--- config.mk ---
export PLATFORM = sky130hd
export DESIGN_NAME = vcmp_branch_unit
export DESIGN_NICKNAME = d
export VERILOG_FILES = /design/src/rtl/vcmp_pkg.sv /design/src/rtl/vcmp_elem_cmp.sv /design/src/rtl/vcmp_mask_acc.sv /design/src/rtl/vcmp_ctrl.sv /design/src/rtl/vcmp_branch_unit.sv
export SDC_FILE = /design/constraint.sdc
export NUM_CORES = 1
export LEC_CHECK = 0
export BUFFER_PORTS_ARGS = -buffer_cell sky130_fd_sc_hd__buf_2
export CORE_ASPECT_RATIO = 1.75
export CORE_MARGIN = 5
export CORE_UTILIZATION = 50
export CTS_CLUSTER_SIZE = 10
export DETAILED_ROUTE_END_ITERATION = 8
export PLACE_DENSITY_LB_ADDON = 0.2
export SYNTH_ARGS = -nofsm -noshare
export SYNTH_HDL_FRONTEND = slang
export SYNTH_SLANG_ARGS = --single-unit
--- constraint.sdc ---
create_clock -name clk -period 3.95 [get_ports clk]
set_input_delay 0.9875 -clock clk [delete_from_list [all_inputs] [get_ports clk]]
set_output_delay 0.9875 -clock clk [all_outputs]
set_load 0.1 [all_outputs]
--- src/rtl/vcmp_pkg.sv ---
package vcmp_pkg;

    typedef enum logic [2:0] {
        CMP_EQ   = 3'b000,
        CMP_NE   = 3'b001,
        CMP_RS2  = 3'b010,
        CMP_RS3  = 3'b011,
        CMP_LT   = 3'b100,
        CMP_GE   = 3'b101,
        CMP_LTU  = 3'b110,
        CMP_GEU  = 3'b111
    } cmp_op_e;

    typedef enum logic {
        ST_IDLE = 1'b0,
        ST_RUN  = 1'b1
    } unit_state_e;

    // decoded compare control
    typedef struct packed {
        logic legal;
        logic use_lt;
        logic signed_cmp;
        logic negate;
    } cmp_ctl_t;

    function automatic cmp_ctl_t decode_cmp(input cmp_op_e op);
        cmp_ctl_t c;
        c.legal      = 1'b1;
        c.use_lt     = op[2];
        c.signed_cmp = ~op[1];
        c.negate     = op[0];
        if (op == CMP_RS2 || op == CMP_RS3) begin
            c.legal = 1'b0;
        end
        return c;
    endfunction

endpackage

--- src/rtl/vcmp_elem_cmp.sv ---
module vcmp_elem_cmp
    import vcmp_pkg::*;
#(
    parameter int DATA_W = 32
) (
    input  logic              clk,
    input  logic              rst,
    input  logic              accept_i,
    input  logic              first_i,
    input  logic              vec_a_i,
    input  logic              vec_b_i,
    input  cmp_op_e           op_i,
    input  logic [DATA_W-1:0] opa_i,
    input  logic [DATA_W-1:0] opb_i,
    output logic              cmp_ok_o
);

    logic [DATA_W-1:0] hold_a_q;
    logic [DATA_W-1:0] hold_b_q;
    logic [DATA_W-1:0] use_a;
    logic [DATA_W-1:0] use_b;
    cmp_ctl_t          ctl;
    logic              is_eq;
    logic              is_lt;
    logic              raw;

    // scalar operands are frozen at element 0
    always_ff @(posedge clk) begin
        if (rst) begin
            hold_a_q <= '0;
            hold_b_q <= '0;
        end else if (accept_i && first_i) begin
            hold_a_q <= opa_i;
            hold_b_q <= opb_i;
        end
    end

    always_comb begin
        use_a = (vec_a_i || first_i) ? opa_i : hold_a_q;
        use_b = (vec_b_i || first_i) ? opb_i : hold_b_q;
        ctl   = decode_cmp(op_i);
        is_eq = (use_a == use_b);
        if (ctl.signed_cmp) begin
            is_lt = ($signed(use_a) < $signed(use_b));
        end else begin
            is_lt = (use_a < use_b);
        end
        raw      = ctl.use_lt ? is_lt : is_eq;
        cmp_ok_o = ctl.legal && (raw ^ ctl.negate);
    end

endmodule

--- src/rtl/vcmp_mask_acc.sv ---
module vcmp_mask_acc #(
    parameter int MAX_VL = 8,
    parameter int IDX_W  = 3
) (
    input  logic              clk,
    input  logic              rst,
    input  logic              seed_load_i,
    input  logic [MAX_VL-1:0] seed_i,
    input  logic              accept_i,
    input  logic [IDX_W-1:0]  idx_i,
    input  logic [MAX_VL-1:0] pred_i,
    input  logic              zero_i,
    input  logic              cmp_ok_i,
    output logic [MAX_VL-1:0] mask_next_o
);

    logic [MAX_VL-1:0] mask_q;

    for (genvar b = 0; b < MAX_VL; b++) begin : g_bit
        logic hit;
        assign hit = accept_i && (idx_i == IDX_W'(b));
        always_comb begin
            if (!hit) begin
                mask_next_o[b] = mask_q[b];
            end else if (pred_i[b]) begin
                mask_next_o[b] = cmp_ok_i;
            end else if (zero_i) begin
                mask_next_o[b] = 1'b0;
            end else begin
                mask_next_o[b] = mask_q[b];
            end
        end
    end

    always_ff @(posedge clk) begin
        if (rst) begin
            mask_q <= '0;
        end else if (seed_load_i) begin
            mask_q <= seed_i;
        end else if (accept_i) begin
            mask_q <= mask_next_o;
        end
    end

endmodule

--- src/rtl/vcmp_ctrl.sv ---
module vcmp_ctrl
    import vcmp_pkg::*;
#(
    parameter int MAX_VL = 8,
    parameter int VL_W   = 4,
    parameter int IDX_W  = 3
) (
    input  logic              clk,
    input  logic              rst,
    input  logic              start_i,
    input  logic [VL_W-1:0]   vl_i,
    input  logic              src1_vec_i,
    input  logic              src2_vec_i,
    input  logic [MAX_VL-1:0] pred_i,
    input  logic              dst_exists_i,
    input  logic              zeroing_i,
    input  logic [2:0]        op_i,
    input  logic              elem_valid_i,
    input  logic              cmp_ok_i,
    input  logic [MAX_VL-1:0] mask_next_i,
    output logic              busy_o,
    output logic              accept_o,
    output logic              first_o,
    output logic              seed_load_o,
    output logic [IDX_W-1:0]  idx_o,
    output logic              vec_a_o,
    output logic              vec_b_o,
    output logic [MAX_VL-1:0] pred_o,
    output logic              zero_o,
    output cmp_op_e           op_o,
    output logic              done_o,
    output logic              taken_o,
    output logic [MAX_VL-1:0] mask_o,
    output logic              we_o
);

    localparam logic [VL_W-1:0] MAX_CNT = VL_W'(MAX_VL);

    typedef struct packed {
        logic              vec_a;
        logic              vec_b;
        logic [MAX_VL-1:0] pred;
        logic              dexists;
        logic              zero;
        logic [2:0]        op;
        logic [IDX_W-1:0]  last_idx;
    } cfg_t;

    unit_state_e      state_q;
    cfg_t             cfg_q;
    cfg_t             cfg_d;
    logic [IDX_W-1:0] idx_q;
    logic [VL_W-1:0]  cnt_eff;
    logic             vec_mode;
    logic             is_last;

    always_comb begin
        if (vl_i == '0) begin
            cnt_eff = VL_W'(1);
        end else if (vl_i > MAX_CNT) begin
            cnt_eff = MAX_CNT;
        end else begin
            cnt_eff = vl_i;
        end
        cfg_d.vec_a   = src1_vec_i;
        cfg_d.vec_b   = src2_vec_i;
        cfg_d.pred    = pred_i;
        cfg_d.dexists = dst_exists_i;
        cfg_d.zero    = zeroing_i;
        cfg_d.op      = op_i;
        if (src1_vec_i || src2_vec_i) begin
            cfg_d.last_idx = IDX_W'(cnt_eff - VL_W'(1));
        end else begin
            cfg_d.last_idx = '0;
        end
    end

    assign busy_o      = (state_q == ST_RUN);
    assign seed_load_o = (state_q == ST_IDLE) && start_i;
    assign accept_o    = busy_o && elem_valid_i;
    assign first_o     = (idx_q == '0);
    assign is_last     = (idx_q == cfg_q.last_idx);
    assign vec_mode    = cfg_q.vec_a || cfg_q.vec_b;
    assign idx_o       = idx_q;
    assign vec_a_o     = cfg_q.vec_a;
    assign vec_b_o     = cfg_q.vec_b;
    assign pred_o      = cfg_q.pred;
    assign zero_o      = cfg_q.zero;
    assign op_o        = cmp_op_e'(cfg_q.op);

    always_ff @(posedge clk) begin
        if (rst) begin
            state_q <= ST_IDLE;
            cfg_q   <= '0;
            idx_q   <= '0;
            done_o  <= 1'b0;
            taken_o <= 1'b0;
            mask_o  <= '0;
            we_o    <= 1'b0;
        end else begin
            done_o <= 1'b0;
            we_o   <= 1'b0;
            unique case (state_q)
                ST_IDLE: begin
                    if (start_i) begin
                        cfg_q   <= cfg_d;
                        idx_q   <= '0;
                        state_q <= ST_RUN;
                    end
                end
                ST_RUN: begin
                    if (accept_o) begin
                        if (is_last) begin
                            state_q <= ST_IDLE;
                            idx_q   <= '0;
                            done_o  <= 1'b1;
                            if (vec_mode) begin
                                taken_o <= (mask_next_i == cfg_q.pred);
                                mask_o  <= mask_next_i;
                                we_o    <= cfg_q.dexists;
                            end else begin
                                taken_o <= cmp_ok_i;
                                mask_o  <= '0;
                            end
                        end else begin
                            idx_q <= idx_q + IDX_W'(1);
                        end
                    end
                end
                default: state_q <= ST_IDLE;
            endcase
        end
    end

endmodule

--- src/rtl/vcmp_branch_unit.sv ---
module vcmp_branch_unit
    import vcmp_pkg::*;
#(
    parameter int DATA_W = 32,
    parameter int MAX_VL = 8,
    parameter int VL_W   = $clog2(MAX_VL + 1),
    parameter int IDX_W  = $clog2(MAX_VL)
) (
    input  logic              clk,
    input  logic              rst,
    input  logic              start_i,
    input  logic [VL_W-1:0]   vl_i,
    input  logic              src1_vec_i,
    input  logic              src2_vec_i,
    input  logic [MAX_VL-1:0] pred_i,
    input  logic              dst_exists_i,
    input  logic [MAX_VL-1:0] dst_mask_i,
    input  logic              zeroing_i,
    input  logic [2:0]        op_i,
    input  logic              elem_valid_i,
    input  logic [DATA_W-1:0] opa_i,
    input  logic [DATA_W-1:0] opb_i,
    output logic              busy_o,
    output logic [IDX_W-1:0]  elem_idx_o,
    output logic              done_o,
    output logic              taken_o,
    output logic [MAX_VL-1:0] mask_o,
    output logic              mask_we_o
);

    logic              accept;
    logic              first;
    logic              seed_load;
    logic              vec_a;
    logic              vec_b;
    logic [MAX_VL-1:0] pred_q;
    logic              zero_q;
    cmp_op_e           op_q;
    logic              cmp_ok;
    logic [MAX_VL-1:0] mask_next;
    logic [MAX_VL-1:0] seed;

    assign seed = (dst_exists_i && !zeroing_i) ? dst_mask_i : '0;

    vcmp_ctrl #(
        .MAX_VL (MAX_VL),
        .VL_W   (VL_W),
        .IDX_W  (IDX_W)
    ) ctrl_i (
        .clk          (clk),
        .rst          (rst),
        .start_i      (start_i),
        .vl_i         (vl_i),
        .src1_vec_i   (src1_vec_i),
        .src2_vec_i   (src2_vec_i),
        .pred_i       (pred_i),
        .dst_exists_i (dst_exists_i),
        .zeroing_i    (zeroing_i),
        .op_i         (op_i),
        .elem_valid_i (elem_valid_i),
        .cmp_ok_i     (cmp_ok),
        .mask_next_i  (mask_next),
        .busy_o       (busy_o),
        .accept_o     (accept),
        .first_o      (first),
        .seed_load_o  (seed_load),
        .idx_o        (elem_idx_o),
        .vec_a_o      (vec_a),
        .vec_b_o      (vec_b),
        .pred_o       (pred_q),
        .zero_o       (zero_q),
        .op_o         (op_q),
        .done_o       (done_o),
        .taken_o      (taken_o),
        .mask_o       (mask_o),
        .we_o         (mask_we_o)
    );

    vcmp_elem_cmp #(
        .DATA_W (DATA_W)
    ) cmp_i (
        .clk      (clk),
        .rst      (rst),
        .accept_i (accept),
        .first_i  (first),
        .vec_a_i  (vec_a),
        .vec_b_i  (vec_b),
        .op_i     (op_q),
        .opa_i    (opa_i),
        .opb_i    (opb_i),
        .cmp_ok_o (cmp_ok)
    );

    vcmp_mask_acc #(
        .MAX_VL (MAX_VL),
        .IDX_W  (IDX_W)
    ) acc_i (
        .clk         (clk),
        .rst         (rst),
        .seed_load_i (seed_load),
        .seed_i      (seed),
        .accept_i    (accept),
        .idx_i       (elem_idx_o),
        .pred_i      (pred_q),
        .zero_i      (zero_q),
        .cmp_ok_i    (cmp_ok),
        .mask_next_o (mask_next)
    );

endmodule

# After elaboration in Yosys (flattened, before gate mapping)
# Cells that the tools add are included.
[word_totals]
register_bits = 105
[op_classes]
n_lt_le_gt_ge = 3
muxes = 46
reduce_logical = 26
n_bitwise = 5
n_addsub = 2
eq_ne = 14
[ops]
columns = ["cell", "count"]
rows = [
  ["32-bit less-than comparator", 2],
  ["32-bit two-way mux", 2],
  ["32-bit equality test", 1],
  ["1-bit two-way mux", 32],
  ["8-bit two-way mux", 4],
  ["3-bit two-way mux", 6],
  ["3-bit by 2-bit equality test with 1-bit output (second input constant)", 4],
  ["3-bit equality test (second input constant)", 4],
  ["1-bit logical AND", 12],
  ["8-bit equality test", 1],
  ["3-bit case mux with 2 select lines", 1],
  ["1-bit logical OR", 5],
  ["5-bit OR reduction", 1],
  ["4-bit > comparator (second input constant)", 1],
  ["4-bit logical NOT", 1],
  ["1-bit inverter", 4],
  ["2-bit AND reduction", 2],
  ["3-bit by 1-bit adder with 3-bit output (second input constant)", 1],
  ["3-bit by 1-bit equality test with 1-bit output (second input constant)", 1],
  ["3-bit equality test", 1],
  ["3-bit logical NOT", 1],
  ["3-bit AND reduction", 1],
  ["3-bit OR reduction", 1],
  ["3-bit by 1-bit subtractor with 3-bit output (second input constant)", 1],
  ["other kinds (6)", 6],
]

# Logic depth before layout (Yosys ltp)
# Gate-level depths: netlist of run 1.
[depth]
word_depth = 12
depth_mapped = 16
depth_no_buf = 14

# Hierarchy
# A second synthesis of run 1 with hierarchy kept.
[unflattened]
cells_unflattened = 704
hier_area_um2 = 5816.8
[modules_own_cells]
columns = ["mod", "cells_per_inst", "seq_area_each_um2", "area_per_inst_um2", "n_inst"]
rows = [
  ["vcmp_elem_cmp", 438, 1281.2, 3614.7, 1],
  ["vcmp_ctrl", 162, 660.6, 1421.4, 1],
  ["vcmp_mask_acc", 96, 160.2, 710.7, 1],
  ["vcmp_branch_unit", 8, 0.0, 70.1, 1],
]

# Least setup slack after synthesis of run 1
# Ideal clock, no wire load.
[synth_timing]
path_kind = "register to register"
startpoint = "register ctrl_i.idx_q[0] (netlist: ctrl_i.idx_o[0])"
endpoint = "register acc_i.mask_q[5]"
t_arrival_ps = 4617
setup_slack_ps = -770
stages_incl_launch_ff = 16
setup_time_ps = 103
synth_period_minus_slack_ps = 4720
cell_sequence = "dfxtp_1 > inv_1 > ha_1 > nor2b_1 > nor2_1 > clkbuf_1 > mux2_2 > ha_1 > nand4_1 > nor4_4 > and4_1 > or2_2 > or3_4 > a31oi_1 > a22oi_1 > a2111oi_2"
[synth_between]
elab_chain_cells = 12
elab_cells_between_ends = 18
[synth_rtl]
columns = ["item", "line_no", "rtl"]
rows = [
  ["from (decl)", "vcmp_ctrl.sv:52", "logic [IDX_W-1:0] idx_q;"],
  ["from (signal assigned)", "vcmp_ctrl.sv:126", "idx_q <= idx_q + IDX_W'(1);"],
  ["3-bit logical NOT", "vcmp_ctrl.sv:81", "assign first_o = (idx_q == '0);"],
  ["1-bit logical OR (on tied branches)", "vcmp_elem_cmp.sv:39, vcmp_elem_cmp.sv:40", ""],
  ["32-bit two-way mux (on tied branches)", "vcmp_elem_cmp.sv:39, vcmp_elem_cmp.sv:40", ""],
  ["32-bit less-than comparator (on tied branches)", "vcmp_elem_cmp.sv:44, vcmp_elem_cmp.sv:46", ""],
  ["1-bit two-way mux", "vcmp_elem_cmp.sv:43", "if (ctl.signed_cmp) begin"],
  ["1-bit two-way mux", "vcmp_elem_cmp.sv:48", "raw = ctl.use_lt ? is_lt : is_eq;"],
  ["1-bit XOR", "vcmp_elem_cmp.sv:49", "cmp_ok_o = ctl.legal && (raw ^ ctl.negate);"],
  ["1-bit logical AND", "vcmp_elem_cmp.sv:49", ""],
  ["1-bit two-way mux", "vcmp_mask_acc.sv:25", "end else if (pred_i[b]) begin"],
  ["1-bit two-way mux *", "vcmp_mask_acc.sv:23", "if (!hit) begin"],
  ["8-bit two-way mux *", "vcmp_mask_acc.sv:40", "end else if (accept_i) begin"],
  ["8-bit two-way mux *", "vcmp_mask_acc.sv:38", "end else if (seed_load_i) begin"],
  ["to (signal assigned)", "vcmp_mask_acc.sv:39", "mask_q <= seed_i;"],
  ["to (signal assigned)", "vcmp_mask_acc.sv:41", "mask_q <= mask_next_o;"],
  ["to (decl)", "vcmp_mask_acc.sv:17", "logic [MAX_VL-1:0] mask_q;"],
]
# Every way passes the cells marked *; elsewhere a longest branch is shown, timed or not. The select of a mux whose other input is x is not followed.
# A chain may end at the register's enable or synchronous reset.

# Worst setup path after layout of run 1
[layout_timing]
startpoint = "register ctrl_i.idx_q[0] (netlist: ctrl_i.idx_o[0])"
endpoint = "register acc_i.mask_q[2]"
# The elaborated chain is that of the path after synthesis.

==> results of run 1 <==
## timing repair
item / CTS / global route
gates resized for setup: 5 / 20
pin swaps: 2 / 18
endpoints found under the setup margin: 16 / 17
cloned: 0 / 4
buffers inserted: 0 / 4
## power groups by stage
stage               registers [mW]  logic, mW  clock network (mW)
CTS                           1.15      0.457               0.976
floorplan                     1.17      0.293                   0
global route                  1.16      0.540                1.02
detailed placement            1.17      0.451                   0
finish                        1.15      0.487               0.961
global placement              1.17      0.436                   0
## worst register-to-register path: stages (launching register included)
cell,delay (ns)
dfxtp_4,0.34
inv_1,0.05
ha_2,0.19
nor2b_4,0.15
nor2_4,0.23
clkbuf_16,0.20
mux2_2,0.34
ha_1,0.33
a21oi_1,0.19
o21ai_0,0.12
a221oi_1,0.29
buf_4,0.18
a31oi_1,0.11
a221oi_2,0.27
buf_4,0.20
nand3_4,0.16
a32oi_2,0.29
a2111oi_2,0.10
## state kept, by name (all words and copies together) (netlist names), 3 cells and up
name / flops
cmp_i.hold_a_q: 32
cmp_i.hold_b_q: 32
acc_i.mask_q: 8
ctrl_i.mask_o: 8
ctrl_i.pred_o: 8
ctrl_i.cfg_q: 4
ctrl_i.idx_o: 3
ctrl_i.op_o: 3
## metal layers
layer | routed length, um | track usage | share of wire
met2 | 9390 | 0.450 | 0.56
met5 | 13 | 0 | 0.00077
met1 | 6020 | 0.230 | 0.36
met4 | 640 | 0.121 | 0.038
met3 | 786 | 0.0379 | 0.047
## cell type report
type | instances | area share
multi-input cells | 561 | 0.516
flip-flops and latches | 105 | 0.293
repair buffers | 134 | 0.116
clock buffers | 12 | 0.0371
well taps | 135 | 0.0234
inverters | 15 | 0.00780
clock inverters | 4 | 0.00763
## through the flow
| stage | utilization | power [mW] | cells |
|---|---|---|---|
| 4_1_cts | 0.605 | 2.58 | 958 |
| 3_5_place_dp | 0.574 | 1.62 | 942 |
| 2_1_floorplan | - | 1.47 | 723 |
| 3_3_place_gp | 0.574 | 1.61 | 942 |
| 6_report | 0.627 | 2.60 | 966 |
| 5_1_grt | 0.627 | 2.72 | 966 |
## worst paths after layout
check	startpoint	endpoint	slack [ns]	cells after the start
min	ctrl_i.mask_o[4]	ctrl_i.mask_o[4]	0.46	2
min reg2reg	ctrl_i.mask_o[4]	ctrl_i.mask_o[4]	0.46	2
max reg2reg	ctrl_i.idx_o[0]	acc_i.mask_q[2]	0.06	17
max	ctrl_i.idx_o[0]	acc_i.mask_q[2]	0.06	17
## cell usage in the layout, fill, tap and decap left out, drive strengths merged, types with 4 or more instances in the layout
master	instances
a2111oi	7
a21oi	112
a22oi	5
a31oi	7
a32oi	6
and3	4
buf	132
clkbuf	14
dfxtp	105
ha	39
inv	17
mux2	32
mux2i	32
nand2	183
nand2b	8
nand3	8
nand4	8
nor2	26
nor2b	5
nor3	8
nor3b	5
nor4	4
o21ai	23
## kinds of logic after synthesis
kind of cell,count (synthesis)
AOI/OAI and AO/OA,179
xor gates and xnor gates,4
adders and majority gates,39
buffers and inverters,58
DFF,105
muxes,64
and+or+nand+nor,274
==> run summary, run 1 <==
post-placement cell area = 6610 um2
dpl hpwl = 12.0 mm
Pins Over Slew Limit = 0
GPL Wtd Cong = 0.852
Worst Setup End Kind = flop
Routed Antenna Nets = 0
leakage power = 2.82 nW
height of the die = 153 um
nets@finish = 960
routed len/inst = 17.4 um
hold crit path type = flop to flop
Multi-input gate area = 3720 um2
worst-path fanout max = 6
GRT Overall Usage = 0.232
CTS buffer count = 9
final instance area = 7220 um2
Synth Area in XOR/XNOR = 0.00598
Syn. warnings = 0
Max transition margin = 0.300
clk root buf = clkbuf_16
number of synthesized flops with an enable pin = 0
Worst-Margin Slew = 1.05 ns
Starting Density = 0.508
dpl ws = -0.132 ns
crit path launch type = flop
register area share after synthesis = 0.359
crit path cell chain = inv_1, ha_2, nor2b_4, nor2_4, clkbuf_16, mux2_2, ha_1, a21oi_1, o21ai_0, a221oi_1, buf_4, a31oi_1, a221oi_2, buf_4, nand3_4, a32oi_2, a2111oi_2
Clock Tree Buf Depth = 2
ranking of synthesized cells by area = dfxtp_1 (36%), nand2_1 (12%), a21oi_1 (9.6%), ha_1 (8.3%), mux2_2 (6.2%)
pwr dens = 360 nW/um2
Final min period = 3.89 ns
post-synthesis mux area share = 0.116
Top FF cell, synth = dfxtp_1
Switch Pwr = 0.734 mW
CTS Sinks = 105
initial DRC count = 303
setup tns final = 0 ns
CTS tree = built
run status = completed
max cap viols = 0
Clock Pin Slew Worst Setup and Hold Paths = 0.07 ns
site row count = 52
H-Tree Depth = 3
Critical Path RT = 4.13 ns
endpoints failing setup = 0
WHS = 0.456 ns
PortBufs = 109
Core Region = 11500 um2
Ant. Diodes = 0
CP Class = flop to flop
Final Cycle Share = 0.984
part of the power in registers = 0.443
post-synthesis adder-cell area fraction = 0.0833
Yosys cell types = 56
antenna violations before repair = 1
first-pass GRT wire length = 26.4 mm
most used cell, CP = buf_4
syn_area_per_cell = 8.10 um2
CP max stage delay = 0.34 ns
Vias = 5570
Yosys top cell by area = dfxtp_1
drt total wl = 16.9 mm
synthesis-stage register bit count = 105
DRC Markers = 0
fill count = 1012
share of total power in combinational logic = 0.187
Die ar. = 14100 um2
Die X = 91.8 um
largest family of logic cells by synthesized area = simple AND/OR/NAND/NOR gates
Simple-Gate Fraction of Synth Area = 0.212
Synth async-reset ratio = 0
mean number of vias per cell = 5.77
register area = 2110 um2
Int Power = 1.86 mW
GRT overflow = 0
WP data arrival = 4.07 ns
TritonRoute pass-1 iters = 4
Syn Nets = 857
Net Sw Frac = 0.283
Hold Buf Count CTS = 0
Mapped Cells = 723
setup slack after layout = 0.0635 ns
Post-Syn Area = 5860 um2
# IOs = 110
vias in the first global route = 5707
clock latency at the later pin of the worst-skew pair = 0.34 ns
area grow syn2layout = 23.2%
Synth top area share = 0.359
f_max = 257 MHz
proportion of layout cells with a drive suffix above 1 = 0.267
clock skew = 0.00633 ns
synth cell count leaders = nand2_1 (183), a21oi_1 (112), dfxtp_1 (105), ha_1 (39), clkbuf_1 (35)
CP max-delay cell = dfxtp_4
Final Hold Viols = 0
worst path bufs/invs = 4
VDD IR max = 0.000226 V
Synth Area in Compound Gates = 0.184
Top delay family on crit path = compound AO/OA/AOI/OAI gates
largest net degree at the start of global routing = 97
most frequent cell after synthesis = nand2_1
clock share of power = 0.370
No activity file was read; power rests on OpenSTA's default activity.
==> run 2, diff against run 1 <==
Settings changed: CORE_UTILIZATION 50 to 45, PLACE_DENSITY from default to 0.74, PLACE_DENSITY_LB_ADDON 0.2 to default.
==> run summary, run 2 (synthesized netlist as in run 1, its figures left out) <==
endpoints failing setup = 0 (unchanged)
clock latency at the later pin of the worst-skew pair = 0.34 ns (about the same)
height of the die = 161 um (+5.1%)
proportion of layout cells with a drive suffix above 1 = 0.287 (+0.0201)
dpl hpwl = 11.8 mm (-1.9%)
Clock Pin Slew Worst Setup and Hold Paths = 0.07 ns (about the same)
clock skew = 0.00895 ns (+0.00262 ns)
first-pass GRT wire length = 25.3 mm (-4.0%)
Pins Over Slew Limit = 0 (unchanged)
Critical Path RT = 4.15 ns (+0.02 ns)
antenna violations before repair = 0 (-1)
clock share of power = 0.348 (-0.022)
GRT Overall Usage = 0.207 (-0.0249)
PortBufs = 109 (unchanged)
CTS buffer count = 9 (unchanged)
hold crit path type = flop to flop
Max transition margin = 0.337 (+0.0369)
pwr dens = 345 nW/um2 (-4.3%)
TritonRoute pass-1 iters = 4 (unchanged)
Net Sw Frac = 0.294 (+0.0109)
crit path launch type = flop
WP data arrival = 4.08 ns (about the same)
Starting Density = 0.455 (-0.0534)
Core Region = 12900 um2 (+12%)
Final min period = 3.88 ns (-0.00513 ns)
clk root buf = clkbuf_16
Routed Antenna Nets = 0 (unchanged)
leakage power = 2.87 nW (+1.8%)
Clock Tree Buf Depth = 2 (unchanged)
max cap viols = 0 (unchanged)
area grow syn2layout = 26.1%
drt total wl = 16.7 mm (-1.1%)
f_max = 258 MHz (+0.13%)
GPL Wtd Cong = 0.854 (+0.22%)
vias in the first global route = 5334 (-6.5%)
CP Class = flop to flop
Switch Pwr = 0.747 mW (+1.7%)
post-layout util = 0.574 (-0.0526)
DRC Markers = 0 (unchanged)
crit path cell chain = inv_1, ha_2, nor2b_4, nor2_4, buf_12, buf_4, mux2_2, ha_4, nand2_2, nor4_4, and4_4, nor3_2, a221oi_4, buf_6, nand3_4, a32oi_2, a2111oi_2
highest-count cells in the layout ignoring fill and taps = nand2_1 (180), a21oi_1 (111), buf_2 (109)
Ant. Diodes = 0 (unchanged)
Vias = 5598 (+0.50%)
Largest regs = cmp_i.hold_a_q: 32 flops, cmp_i.hold_b_q: 32 flops
dpl ws = -0.0578 ns (+0.0745 ns)
Die X = 96.2 um (+4.8%)
Final Hold Viols = 0 (unchanged)
run status = completed
Worst Setup End Kind = flop
CP max-delay cell = a221oi_4
Final Cycle Share = 0.983 (-0.00130)
largest net degree at the start of global routing = 65 (-33%)
H-Tree Depth = 3 (unchanged)
initial DRC count = 249 (-18%)
mean number of vias per cell = 5.54 (-3.9%)
part of the power in registers = 0.452 (+0.009)
routed len/inst = 16.5 um (-5.4%)
GRT overflow = 0 (unchanged)
setup slack after layout = 0.0686 ns (+0.00513 ns)
Die ar. = 15500 um2 (+10%)
worst-path fanout max = 6 (unchanged)
share of total power in combinational logic = 0.200 (+0.013)
Hold Buf Count CTS = 0 (unchanged)
CP max stage delay = 0.42 ns (+0.08 ns)
# IOs = 110 (unchanged)
VDD IR max = 0.000256 V (+13%)
CTS Sinks = 105 (unchanged)
commonest non-fill, non-tap cell in the layout = nand2_1
WHS = 0.452 ns (-0.00356 ns)
site row count = 55 (+5.8%)
nets@finish = 968 (+0.83%)
Worst-Margin Slew = 0.993 ns (-0.0552 ns)
CTS tree = built
Int Power = 1.80 mW (-3.5%)
run 2: critical path, delay by kind of cell, from the launching register on:
kind	cells	cell delay, ns
muxes	1	0.35
DFF	1	0.34
and+or+nand+nor	7	1.30
adders and majority gates	2	0.46
buffers and inverters	4	0.49
AOI/OAI and AO/OA	3	0.78
run 2: stage by stage:
step                      instances  setup TNS (ns)  power [mW]  cell area, um2
after global routing           1010          -0.172        2.67            7390
final                          1010               0        2.54            7390
after detailed placement        982          -0.325        1.62            6680
after floorplan                 723               0        1.47            5880
after global placement          982               0        1.61            6680
after CTS                       998               0        2.51            6980
run 2: final cells by class:
| cell class | count | area (um2) |
|---|---|---|
| inverters | 15 | 56.3 |
| clock inverters | 6 | 47.5 |
| fillers | 1183 | 5480 |
| clock buffers | 10 | 250 |
| well taps | 171 | 214 |
| flip-flops and latches | 105 | 2110 |
| multi-input cells | 561 | 3830 |
| repair buffers | 142 | 877 |
run 2: power groups by stage:
stage | Combinational (mW) | Clock (mW) | Sequential (mW)
global placement | 0.443 | 0 | 1.17
CTS | 0.454 | 0.907 | 1.15
detailed placement | 0.452 | 0 | 1.17
finish | 0.510 | 0.886 | 1.15
floorplan | 0.293 | 0 | 1.17
global route | 0.565 | 0.952 | 1.16
run 2: path summary, 6_finish.rpt:
path	from	to	slack [ns]	cells past startpoint
max reg2reg	ctrl_i.idx_o[0]	acc_i.mask_q[4]	0.07	17
max	ctrl_i.idx_o[0]	acc_i.mask_q[4]	0.07	17
min reg2reg	ctrl_i.cfg_q[7]	ctrl_i.cfg_q[7]	0.45	2
min	ctrl_i.cfg_q[7]	ctrl_i.cfg_q[7]	0.45	2
run 2: routing by layer:
layer	routed length, um	vias to the layer above	track usage
met2	9280	158	0.384
met5	0	-	0
li1	-	2772	-
met4	459	0	0.0810
met3	681	34	0.0291
met1	6240	2634	0.229
run 2: timing repair:
action / CTS / global route
pin swaps: 0 / 19
endpoints found under the hold margin: 0 / 0
cloned: 0 / 4
endpoints found under the setup margin: 14 / 17
resized for setup: 1 / 42
setup buffers: 0 / 8
==> run 3, diff against run 2 <==
==> constraint.sdc (replaced) <==
create_clock -name clk -period 3.95 [get_ports clk]
set_input_delay 0.395 -clock clk [delete_from_list [all_inputs] [get_ports clk]]
set_output_delay 0.395 -clock clk [all_outputs]
set_load 0.1 [all_outputs]
==> run summary, run 3 (synthesized netlist as in run 1, its figures left out) <==
run status = completed
Worst Setup End Kind = flop
Core Region = 12900 um2 (unchanged)
GRT Overall Usage = 0.206 (-0.00152)
max cap viols = 0 (unchanged)
TritonRoute pass-1 iters = 4 (unchanged)
Die X = 96.2 um (unchanged)
first-pass GRT wire length = 25.2 mm (-0.57%)
endpoints failing setup = 0 (unchanged)
crit path cell chain = inv_1, ha_1, nor2b_4, nor2_4, buf_12, mux2_2, ha_1, a21oi_1, o21ai_0, a221oi_2, buf_4, a31oi_1, a221oi_2, buf_4, nand3_4, a32oi_2, a2111oi_4
Pins Over Slew Limit = 0 (unchanged)
CP Class = flop to flop
clock latency at the later pin of the worst-skew pair = 0.35 ns (about the same)
H-Tree Depth = 3 (unchanged)
commonest non-fill, non-tap cell in the layout = nand2_1
highest-count cells in the layout ignoring fill and taps = nand2_1 (182), a21oi_1 (112), buf_2 (109)
antenna violations before repair = 0 (unchanged)
pwr dens = 371 nW/um2 (+7.7%)
clk root buf = clkbuf_16
worst-path fanout max = 6 (unchanged)
worst reg2reg path depth = 17 (unchanged)
hold crit path type = input port to flop
proportion of layout cells with a drive suffix above 1 = 0.267 (-0.0207)
Routed Antenna Nets = 0 (unchanged)
dpl hpwl = 11.4 mm (-3.5%)
Multi-input gate area = 3740 um2 (-2.4%)
GRT overflow = 0 (unchanged)
Clock Pin Slew Worst Setup and Hold Paths = 0.07 ns (about the same)
area grow syn2layout = 24.5%
GPL Wtd Cong = 0.863 (+1.1%)
Starting Density = 0.455 (unchanged)
Hold Crit Start = start_i
VDD IR max = 0.000209 V (-19%)
PortBufs = 109 (unchanged)
Final Cycle Share = 0.977 (-0.00515)
WHS Endpoint = ctrl_i.busy_o
Crit. Startpoint = ctrl_i.idx_o[0]
mean number of vias per cell = 5.50 (-0.86%)
routed len/inst = 16.1 um (-2.3%)
vias in the first global route = 5368 (+0.64%)
reg2reg start = ctrl_i.idx_o[0]
height of the die = 161 um (unchanged)
Final min period = 3.86 ns (-0.0204 ns)
CP max-delay cell = dfxtp_4
DRC Markers = 0 (unchanged)
CTS buffer count = 9 (unchanged)
CTS Sinks = 105 (unchanged)
Worst-Margin Slew = 1.12 ns (+0.125 ns)
drt total wl = 16.1 mm (-3.3%)
Hold Buf Count CTS = 0 (unchanged)
CTS tree = built
f_max = 259 MHz (+0.53%)
Clock Tree Buf Depth = 2 (unchanged)
setup tns final = 0 ns (unchanged)
RR Endpoint = acc_i.mask_q[1]
placed insts = 978 (-0.41%)
site row count = 55 (unchanged)
Max transition margin = 0.255 (-0.0818)
Largest regs = cmp_i.hold_a_q: 32 flops, cmp_i.hold_b_q: 32 flops
worst hold stages = 2 (unchanged)
Vias = 5495 (-1.8%)
crit path launch type = flop
clock skew = 0.00866 ns (-0.000289 ns)
CP max stage delay = 0.34 ns (-0.08 ns)
Final Instance Count excl. Fillers = 1000 (-0.99%)
Power, Total = 2.70 mW (+6.3%)
Final Hold Viols = 0 (unchanged)
# IOs = 110 (unchanged)
register area = 2110 um2 (unchanged)
nets@finish = 958 (-1.0%)
initial DRC count = 206 (-17%)
leakage power = 2.83 nW (-1.6%)
R2R Setup Slk = 0.09 ns (+0.02 ns)
Die ar. = 15500 um2 (unchanged)
Ant. Diodes = 0 (unchanged)
largest net degree at the start of global routing = 97 (+49%)
Critical Path RT = 4.13 ns (-0.02 ns)
WP data arrival = 4.04 ns (-0.04 ns)
fill count = 1201 (+1.5%)
run 3: through the flow:
step	hold slack, ns	worst slack (ns)	utilization	area, um2
floorplan	0.432	0.0271	-	5880
global placement	0.437	-0.0232	0.517	6660
detailed placement	0.446	-0.111	0.517	6660
CTS	0.259	0.0205	0.547	7040
global route	0.282	-0.0503	0.566	7290
finish	0.268	0.0890	0.566	7290
run 3: critical path: cells and delay by family (launching register included):
family	cells	cell delay, ns
AOI/OAI and AO/OA	7	1.41
adders and majority gates	2	0.52
DFF	1	0.34
and+or+nand+nor	3	0.49
muxes	1	0.34
buffers and inverters	4	0.59
run 3: worst max-delay path by stage:
stage	end	slack, ns	cells past startpoint
detailed placement	ctrl_i.mask_o[3]	-0.11	17
CTS	acc_i.mask_q[1]	0.02	16
global placement	ctrl_i.mask_o[3]	-0.02	17
global route	ctrl_i.taken_o	-0.05	18
floorplan	acc_i.mask_q[5]	0.03	15
finish	acc_i.mask_q[1]	0.09	17
run 3: timing repair:
action                                  4_1_cts  5_1_grt
cloned                                        0        3
endpoints found under the setup margin       16       17
pin swaps                                     0       15
setup buffers                                 0        3
gates resized for setup                       3       22
run 3: layout make-up:
class                   count  share of cell area
multi-input cells         561               0.513
clock inverters             4              0.0134
inverters                  15             0.00773
well taps                 171              0.0294
repair buffers            132               0.110
flip-flops and latches    105               0.290
clock buffers              12              0.0366
run 3: routing by layer:
| metal | wire, um | up-vias | GRT usage |
|---|---|---|---|
| li1 | - | 2753 | - |
| met1 | 6240 | 2579 | 0.227 |
| met2 | 8640 | 124 | 0.373 |
| met3 | 654 | 39 | 0.0366 |
| met4 | 580 | 0 | 0.0887 |
| met5 | 0 | - | 0 |
run 3: report_power, final:
part,internal (mW),switching (mW)
sequential,1.11,0.0430
combinational,0.205,0.281
clock,0.672,0.396
